===== config.mk =====
export PLATFORM = sky130hd
export DESIGN_NAME = irq_vec_ctrl
export DESIGN_NICKNAME = d
export VERILOG_FILES = /design/src/rtl/irq_ctrl_pkg.sv /design/src/rtl/irq_src_cell.sv /design/src/rtl/irq_prio_enc.sv /design/src/rtl/irq_vec_ctrl.sv
export SDC_FILE = /design/constraint.sdc
export NUM_CORES = 1
export LEC_CHECK = 0
export CAP_MARGIN = 20
export CORE_ASPECT_RATIO = 0.9
export CORE_UTILIZATION = 44
export DETAILED_ROUTE_END_ITERATION = 10
export PLACE_DENSITY = 0.85
export SLEW_MARGIN = 20
export SYNTH_ARGS = -nofsm -noshare
export SYNTH_HDL_FRONTEND = slang
export SYNTH_SLANG_ARGS = --single-unit

===== constraint.sdc =====
create_clock -name clk_i -period 3.6 [get_ports clk_i]
set_input_delay 0.72 -clock clk_i [delete_from_list [all_inputs] [get_ports clk_i]]
set_output_delay 0.72 -clock clk_i [all_outputs]
set_load 0.05 [all_outputs]

===== src/rtl/irq_ctrl_pkg.sv =====
package irq_ctrl_pkg;

    localparam int unsigned DEF_NUM_SRC = 8;

    // Width of a vector index that covers reset (0) plus every source.
    function automatic int unsigned vec_width(input int unsigned n_src);
        return $clog2(n_src + 1);
    endfunction

endpackage


===== src/rtl/irq_src_cell.sv =====
module irq_src_cell #(
    parameter bit IS_LEVEL = 1'b0
) (
    input  logic req_i,
    input  logic req_prev_i,
    input  logic flag_q_i,
    input  logic en_i,
    input  logic w1c_i,
    input  logic ack_hit_i,
    output logic flag_d_o,
    output logic pend_o
);

    generate
        if (IS_LEVEL) begin : g_level
            logic unused_lvl;
            assign unused_lvl = ^{req_prev_i, flag_q_i, w1c_i, ack_hit_i};
            assign flag_d_o   = 1'b0;
            assign pend_o     = req_i & en_i;
        end else begin : g_edge
            logic rise;
            assign rise     = req_i & ~req_prev_i;
            // a fresh edge wins over any clear in the same cycle
            assign flag_d_o = rise | (flag_q_i & ~w1c_i & ~ack_hit_i);
            assign pend_o   = flag_q_i & en_i;
        end
    endgenerate

endmodule


===== src/rtl/irq_prio_enc.sv =====
module irq_prio_enc #(
    parameter int unsigned NUM_SRC = 8,
    parameter int unsigned VEC_W   = 4
) (
    input  logic [NUM_SRC-1:0] pend_i,
    output logic               any_o,
    output logic [VEC_W-1:0]   vec_o,
    output logic [NUM_SRC-1:0] sel_o
);

    always_comb begin
        any_o = 1'b0;
        vec_o = '0;
        sel_o = '0;
        for (int i = NUM_SRC - 1; i >= 0; i--) begin
            if (pend_i[i]) begin
                any_o = 1'b1;
                vec_o = VEC_W'(i + 1);
                sel_o = '0;
                sel_o[i] = 1'b1;
            end
        end
    end

endmodule


===== src/rtl/irq_vec_ctrl.sv =====
module irq_vec_ctrl
    import irq_ctrl_pkg::*;
#(
    parameter int unsigned              NUM_SRC    = DEF_NUM_SRC,
    parameter logic [NUM_SRC-1:0]       LEVEL_MASK = NUM_SRC'('hC0),
    parameter int unsigned              VEC_W      = vec_width(NUM_SRC)
) (
    input  logic               clk_i,
    input  logic               rst_ni,
    input  logic [NUM_SRC-1:0] req_i,
    input  logic               flag_clr_we_i,
    input  logic [NUM_SRC-1:0] flag_clr_i,
    input  logic               en_we_i,
    input  logic [NUM_SRC-1:0] en_i,
    input  logic               gie_we_i,
    input  logic               gie_i,
    input  logic               ack_i,
    input  logic               reti_i,
    input  logic               instr_done_i,
    output logic               irq_o,
    output logic [VEC_W-1:0]   irq_vec_o,
    output logic [NUM_SRC-1:0] flags_o,
    output logic               gie_o
);

    typedef struct packed {
        logic [NUM_SRC-1:0] flags;
        logic [NUM_SRC-1:0] en;
        logic [NUM_SRC-1:0] req_prev;
        logic               gie;
        logic               holdoff;
    } ctrl_state_t;

    ctrl_state_t st_d, st_q;

    logic [NUM_SRC-1:0] flag_nxt;
    logic [NUM_SRC-1:0] pend;
    logic [NUM_SRC-1:0] sel;
    logic               any_pend;
    logic [VEC_W-1:0]   enc_vec;
    logic               gie_off_now;
    logic               ack_take;

    // per-source capture, edge or level variant chosen by LEVEL_MASK
    for (genvar i = 0; i < NUM_SRC; i++) begin : g_src
        irq_src_cell #(
            .IS_LEVEL (LEVEL_MASK[i])
        ) u_cell (
            .req_i      (req_i[i]),
            .req_prev_i (st_q.req_prev[i]),
            .flag_q_i   (st_q.flags[i]),
            .en_i       (st_q.en[i]),
            .w1c_i      (flag_clr_we_i & flag_clr_i[i]),
            .ack_hit_i  (ack_take & sel[i]),
            .flag_d_o   (flag_nxt[i]),
            .pend_o     (pend[i])
        );
    end

    irq_prio_enc #(
        .NUM_SRC (NUM_SRC),
        .VEC_W   (VEC_W)
    ) u_enc (
        .pend_i (pend),
        .any_o  (any_pend),
        .vec_o  (enc_vec),
        .sel_o  (sel)
    );

    // a disable write masks the request in its own cycle
    assign gie_off_now = gie_we_i & ~gie_i;
    assign irq_o       = any_pend & st_q.gie & ~st_q.holdoff & ~gie_off_now;
    assign irq_vec_o   = irq_o ? enc_vec : '0;
    assign ack_take    = ack_i & irq_o;
    assign flags_o     = st_q.flags;
    assign gie_o       = st_q.gie;

    always_comb begin
        st_d          = st_q;
        st_d.req_prev = req_i;
        st_d.flags    = flag_nxt;

        if (en_we_i) begin
            st_d.en = en_i;
        end

        if (ack_take) begin
            st_d.gie = 1'b0;
        end else if (reti_i) begin
            st_d.gie = 1'b1;
        end else if (gie_we_i) begin
            st_d.gie = gie_i;
        end

        if (reti_i) begin
            st_d.holdoff = 1'b1;
        end else if (instr_done_i) begin
            st_d.holdoff = 1'b0;
        end
    end

    always_ff @(posedge clk_i) begin
        if (!rst_ni) begin
            st_q <= '0;
        end else begin
            st_q <= st_d;
        end
    end

endmodule


==> results of run 1 <==
[Yosys cell counts, types with 2 or more instances]
cell,count
nor4b_1,2
nor3_1,2
o21a_1,2
mux2i_1,8
clkbuf_1,2
buf_4,8
nor2b_1,10
a22oi_1,2
dfxtp_1,22
a211oi_1,3
nand2_1,20
a222oi_1,2
o22ai_1,6
inv_1,9
nand3_1,10
a32oi_1,2
[kinds of logic after synthesis]
| family | share of synthesized area, % |
|---|---|
| mux | 7.619 |
| simple gates | 25.84 |
| flops | 41.90 |
| compound gates | 14.17 |
| other cells | 0.3568 |
| buf+inv | 10.12 |
[layout make-up]
| class | count | area [um2] |
|---|---|---|
| fill | 199 | 760.7 |
| tap | 27 | 33.78 |
| multi-input combinational | 80 | 508.0 |
| inverter | 9 | 33.78 |
| sequential | 22 | 440.4 |
| timing repair buffer | 42 | 422.9 |
| clock buffer | 3 | 22.52 |
[layer usage]
layer | vias up | GRT usage [%] | wire [um] | part of all wire [%]
li1 | 486 | - | - | -
met1 | 452 | 22.90 | 1004 | 43
met5 | - | 0 | 0 | 0
met3 | 0 | 5.660 | 143 | 6.2
met2 | 40 | 31.25 | 1176 | 51
met4 | 0 | 1.316 | 0 | 0
[registers in the layout, summed over array words and instances (netlist names)]
register  count
gie_o         1
flags_o       6
st_q         15
[report_power, final]
part	internal, uW	switching, uW
logic	66.9	71.1
clock network	38.9	65.8
registers	260	16.5
[per-stage QoR]
stage          hold slack (ns)  cell area [um2]  total power, uW  setup slack [ns]  std cells
2_1_floorplan           0.4079             1055            367.6            0.4740        122
3_3_place_gp            0.4135             1439            416.1            0.2748        180
3_5_place_dp            0.4210             1439            419.4            0.2297        180
4_1_cts                 0.4377             1461            525.0            0.2297        183
5_1_grt                 0.4493             1461            548.7            0.1224        183
6_report                0.4312             1461            519.2            0.2102        183
[how the worst max path moves through the flow]
stage,from,endpoint,slack (ns),depth (start not counted)
floorplan,req_i[6],irq_vec_o[1],0.47,4
global route,req_i[6],irq_o,0.12,6
finish,req_i[6],irq_o,0.21,6
detailed placement,req_i[6],irq_o,0.23,6
global placement,req_i[6],irq_o,0.27,6
CTS,req_i[6],irq_o,0.23,6
==> impl_results.md, run 1 <==
* DR iter-0 viols at 28
* WP data required at 2.88 ns
* Worst-path cell chain: clkdlybuf4s50_1 -> a22oi_1 -> and4_1 -> nand3b_4 -> inv_1 -> clkdlybuf4s50_1
* Gr ovfl total at 0
* Fmax at approximately 0.30 GHz
* Startpoint Class: primary input
* Cts bufs inserted at 3
* Die H at 48.37 um
* Fin. max-slew vios at 0
* FF-to-FF End: flags_o[3]
* Syn_area_per_cell at 8.686 um2
* Worst rel slew slack at 54.84%
* Area share of the largest cell type after synthesis at 41.90%
* Setup Crit Path Kind: primary input to output pin
* Worst setup EP type: output pin
* Nets@finish at around 190
* Crit path time final at 3.390 ns
* I/O Buffers at 42
* Clock Sinks at 22
* Setup Fix Bufs, Post-CTS at 0
* Worst slew pin tran at roughly 0.68 ns
* Clock root cell: clkbuf_4
* Final hold vios at 0
* Worst Hold Path EP: flags_o[5]
* Initial antenna violation count at 0
* RSZ-0062 raised after global routing: false
* Initial Util at between 40 and 50%
* Wire length per cell at 12.70 um
* DRT Wirelength at around 2300 um
* Leak at 0.0006174 uW
* GRT Util Overall at 18.24%
* Hold_buf cts at 0
* Worst path max stage delay at slightly below 0.7 ns
* Share of cells above drive strength 1 at 5.128%
* IO Count at 47
* VDD IR-drop max at 0.3208 mV
* Clk_lat worst skew at 0.29 ns
* Worst hold path cell count at 1
* # rows at 16
* CORE AREA at 2222 um2
* Async set-reset flop share out of synthesis at 0%
* Hold wc startpoint: st_q[7]
* Count of cell types in the netlist at 27
* Fin crit share at 94.16%
* Most common cell after layout, fill and taps aside: clkdlybuf4s50_1
* Routability cong. at 0.8075
* Setup TNS at 0 ns
* Setup violations, final at 0
* Antenna Cells at 0
* Synth area leaders: dfxtp_1 (42%), mux2i_1 (7.6%), nand2_1 (7.1%)
* Worst-path clk slew at 0.11 ns
* Mapped Area at 1051 um2
* Die ar. at 2588 um2
* Global-route wire length before repair at 3539 um
* Hold Crit Class: flip-flop to flip-flop
* Drt first pass iters at 4
* Die W at 53.52 um
* Area grow syn2layout at 39.05%
* Ys flop type: dfxtp_1
* Vias in the first global route at 870
* Residual DRC at 0
* Number of max-cap violations at 0
* Crit-path slowest cell: clkdlybuf4s50_1
* Ys Warns at 0
* CP most frequent cell: clkdlybuf4s50_1
* Crit path buf inv count at 3
* CTS tree: built
* Most area-hungry cell type in the Yosys netlist: dfxtp_1
* Status: finished, final reports clean
* Pwr dens at 355.3 nW/um2
* Post-synthesis sequential area ratio at 41.90%
* Reg2reg setup slack at 1.99 ns
* Via density per instance at 5.344
* Crit path max fanout at 5
* Mapped Cells at roughly 120
* CTS resizes at 0
* Antenna-violating nets left at 0
* CTS HTree Levels at 1
* Final core occ at 65.77%
* Worst r2r src: flags_o[1]
* CP top delay family: buffers and inverters
* Vias at 978
* Worst endpoint data arrival time at 2.67 ns
* Maximum number of pins on one net before global-route repair at 23
* Post-synth EDFFs at 0
* Final Skew at approximately 0.004 ns
* Seq cells post-synth at 22
* Most frequent cells in the layout: clkdlybuf4s50_1 (38), dfxtp_1 (22), nand2_1 (20), nand3_1 (10), nor2b_1 (10)
* Post-DP HPWL at 1874 um
* CTS max path bufs at 2
* FF-to-FF path depth at 4
(Power assumes the default switching activity.)
==> run 2: changes to the inputs <==
--- a/config.mk
+++ b/config.mk
@@ -7,10 +7,13 @@
 export LEC_CHECK = 0
 export CAP_MARGIN = 20
 export CORE_ASPECT_RATIO = 0.9
-export CORE_UTILIZATION = 44
+export CORE_UTILIZATION = 45
+export CTS_CLUSTER_DIAMETER = 40
 export DETAILED_ROUTE_END_ITERATION = 10
-export PLACE_DENSITY = 0.85
+export PLACE_DENSITY = 0.8
+export SKIP_LAST_GASP = 1
 export SLEW_MARGIN = 20
 export SYNTH_ARGS = -nofsm -noshare
 export SYNTH_HDL_FRONTEND = slang
+export SYNTH_HIERARCHICAL = 1
 export SYNTH_SLANG_ARGS = --single-unit
==> run 2 against run 1 <==
  * Power grew 11%
  * Combinational power grew 3%
  * Sequential share of layout area shrank 2.5 points
  * Core utilization shrank 3.1 points
  * Area after synthesis grew 26%
  * Sequential power grew 6%
  * Clock power grew 36%
  * Synthesized cell count grew 18%
  * Global-route usage shrank 1.2 points
  * Cell count grew 18%
  * Design area grew 19%
  * Critical path type unchanged
==> impl_results.md, run 2 <==
* Status: finished, final reports clean (unchanged)
* Most common cell after layout, fill and taps aside: clkdlybuf4s50_1 (unchanged)
* Worst hold path cell count at 2 (was 1)
* Hold Crit Class: flip-flop to flip-flop (unchanged)
* Area of the multi-input gates at 691.9 um2 (was 508.0 um2)
* Worst slew pin tran at 0.6930 ns (was 0.6753 ns)
* Antenna-violating nets left at 0 (unchanged)
* Biggest register: st_q (unchanged)
* Crit path max fanout at 3 (was 5)
* Die W at 59.17 um (was 53.52 um)
* Worst endpoint data arrival time at 2.23 ns (was 2.67 ns)
* Worst-path clk slew at 0.13 ns (was 0.11 ns)
* Clock Sinks at 24 (was 22)
* Drt first pass iters at 4 (unchanged)
* I/O Buffers at 44 (was 42)
* Area grow syn2layout at 31.10% (was 39.05%)
* RSZ-0062 raised after global routing: false (unchanged)
* Die ar. at 3163 um2 (was 2588 um2)
* Fin crit share at 81.95% (was 94.16%)
* Syn_area_per_cell at 9.257 um2 (was 8.686 um2)
* Final Skew at 0.008887 ns (was 0.003996 ns)
* Setup Fix Bufs, Post-CTS at 0 (unchanged)
* CTS max path bufs at 2 (unchanged)
* Fin. max-slew vios at 0 (unchanged)
* Worst Slack Setup Final at 0.6499 ns (was 0.2102 ns)
* # fillers at 249 (was 199)
* Via density per instance at 4.606 (was 5.344)
* Ys Warns at 6 (was 0)
* GRT Util Overall at 17.02% (was 18.24%)
* Clock root cell: clkbuf_4 (unchanged)
* Logic pwr share at 24.6% (was 26.6%)
* Hold wc startpoint: st_q[13] (was st_q[7])
* Initial antenna violation count at 0 (unchanged)
* Mapped Area at 1324 um2 (was 1051 um2)
* Syn Nets at 176
* Most frequent cells in the layout: clkdlybuf4s50_1 (39), and2_1 (33), dfxtp_1 (24), inv_1 (13), nor2b_1 (10) (was clkdlybuf4s50_1 (38), dfxtp_1 (22), nand2_1 (20), nand3_1 (10), nor2b_1 (10))
* Placed instance area at 1699 um2 (was 1439 um2)
* FF-to-FF path depth at 9 (was 4)
* Worst Hold Path EP: st_q[13] (was flags_o[5])
* CTS resizes at 0 (unchanged)
* Gr ovfl total at 0 (unchanged)
* CORE AREA at 2770 um2 (was 2222 um2)
* Global-route wire length before repair at 3953 um (was 3539 um)
* Routability cong. at 0.7852 (was 0.8075)
* Hold_buf cts at 0 (unchanged)
* Final core occ at 62.65% (was 65.77%)
* Startpoint Class: primary input (unchanged)
* FF/Latch Area at 480.5 um2 (was 440.4 um2)
* VDD IR-drop max at 0.2032 mV (was 0.3208 mV)
* Wire length per cell at 11.68 um (was 12.70 um)
* Setup Crit Path Kind: primary input to output pin (unchanged)
* Initial Util at 47.79% (was 47.30%)
* Clock power share at 24.7% (was 20.2%)
* Dpl cells at 212 (was 180)
* Die H at 53.46 um (was 48.37 um)
* Dpl ws at 0.6606 ns (was 0.2297 ns)
* Sequential power share at 50.7% (was 53.3%)
* Crit path time final at 2.950 ns (was 3.390 ns)
* WP data required at 2.88 ns (about the same)
* Worst rel slew slack at 53.65% (was 54.84%)
* Sw frac at 27.47% (was 29.54%)
* Post-DP HPWL at 1936 um (was 1874 um)
* Clk_lat worst skew at 0.32 ns (was 0.29 ns)
* IO Count at 47 (unchanged)
* Vias at 995 (was 978)
* Worst setup EP type: output pin (unchanged)
* Fmax at 0.3390 GHz (was 0.2950 GHz)
* Number of max-cap violations at 0 (unchanged)
* Setup violations, final at 0 (unchanged)
* # rows at 18 (was 16)
* Internal at 418.8 uW (was 365.9 uW)
* CTS HTree Levels at 1 (unchanged)
* Antenna Cells at 0 (unchanged)
* Max reg flops at 15 (unchanged)
* Leak at 0.0007375 uW (was 0.0006174 uW)
* Pwr dens at 332.7 nW/um2 (was 355.3 nW/um2)
* DRT Wirelength at 2522 um (was 2324 um)
* Share of cells above drive strength 1 at 16.48% (was 5.128%)
* Cell area after layout at 1735 um2 (was 1461 um2)
* DR iter-0 viols at 13 (was 28)
* Mapped Cells at 143 (was 121)
* Residual DRC at 0 (unchanged)
* Switch Pwr at 158.6 uW (was 153.4 uW)
* CTS tree: built (unchanged)
* Setup TNS at 0 ns (unchanged)
* FF-to-FF End: flags_o[1] (was flags_o[3])
* Maximum number of pins on one net before global-route repair at 25 (was 23)
* Reg2reg setup slack at 1.49 ns (was 1.99 ns)
* Non-filler instance count after layout at 216 (was 183)
* Nets@finish at 210 (was 191)
* Final hold vios at 0 (unchanged)
* Worst r2r src: flags_o[0] (was flags_o[1])
* Cts bufs inserted at 3 (unchanged)
* Vias in the first global route at 919 (was 870)
## run 2: changes by cell type in the layout (fill, tap and decap cells not counted), sizes merged, moves of 3 or more
| cell | change |
|---|---|
| and2 | +39 |
| nand3 | -10 |
| inv | +4 |
| o32ai | +6 |
| o22ai | -6 |
| nor2 | +4 |
| nand2 | -19 |
| a211oi | -3 |
## run 2: worst max-delay path by stage
stage                  start      endpoint  slack (ns)  cells after the start
floorplan           req_i[6]  irq_vec_o[0]        0.54                      6
global route        req_i[6]  irq_vec_o[2]        0.54                      8
detailed placement  req_i[6]  irq_vec_o[0]        0.66                      7
finish              req_i[6]  irq_vec_o[0]        0.65                      7
CTS                 req_i[6]  irq_vec_o[0]        0.65                      7
global placement    req_i[6]  irq_vec_o[0]        0.67                      7
## run 2: final cells by class
| class | count | share of cell area (%) |
|---|---|---|
| multi-input cells | 91 | 39.87 |
| flip-flops and latches | 24 | 27.69 |
| repair buffers | 44 | 24.66 |
| well taps | 40 | 2.884 |
| inverters | 13 | 2.812 |
| clock buffers | 4 | 2.091 |
## run 2: power groups by stage
stage	clock (uW)	combinational, uW	sequential, uW
floorplan	0	92.7	299
global placement	0	139	298
detailed placement	0	142	299
CTS	146	143	293
global route	160	153	295
finish	143	142	293
## run 2: metal layers
metal	routed length, um	share of wire, %	GRT usage, %
met5	0	0	0
met3	141	5.6	2.689
met2	1203	48	30.11
met4	28	1.1	7.143
met1	1148	46	20.38
## run 2: critical path, cell delays in order
cell,delay [ns]
clkdlybuf4s50_1,0.39
and2_1,0.17
nor2b_1,0.13
or3_1,0.31
a21o_2,0.20
and2_1,0.13
buf_4,0.18
## run 2: through the flow
step / hold slack [ns] / power, uW
floorplan: 0.4736 / 391.4
global placement: 0.4921 / 436.9
detailed placement: 0.4980 / 441.0
CTS: 0.5328 / 582.5
global route: 0.5706 / 607.0
finish: 0.5324 / 577.4
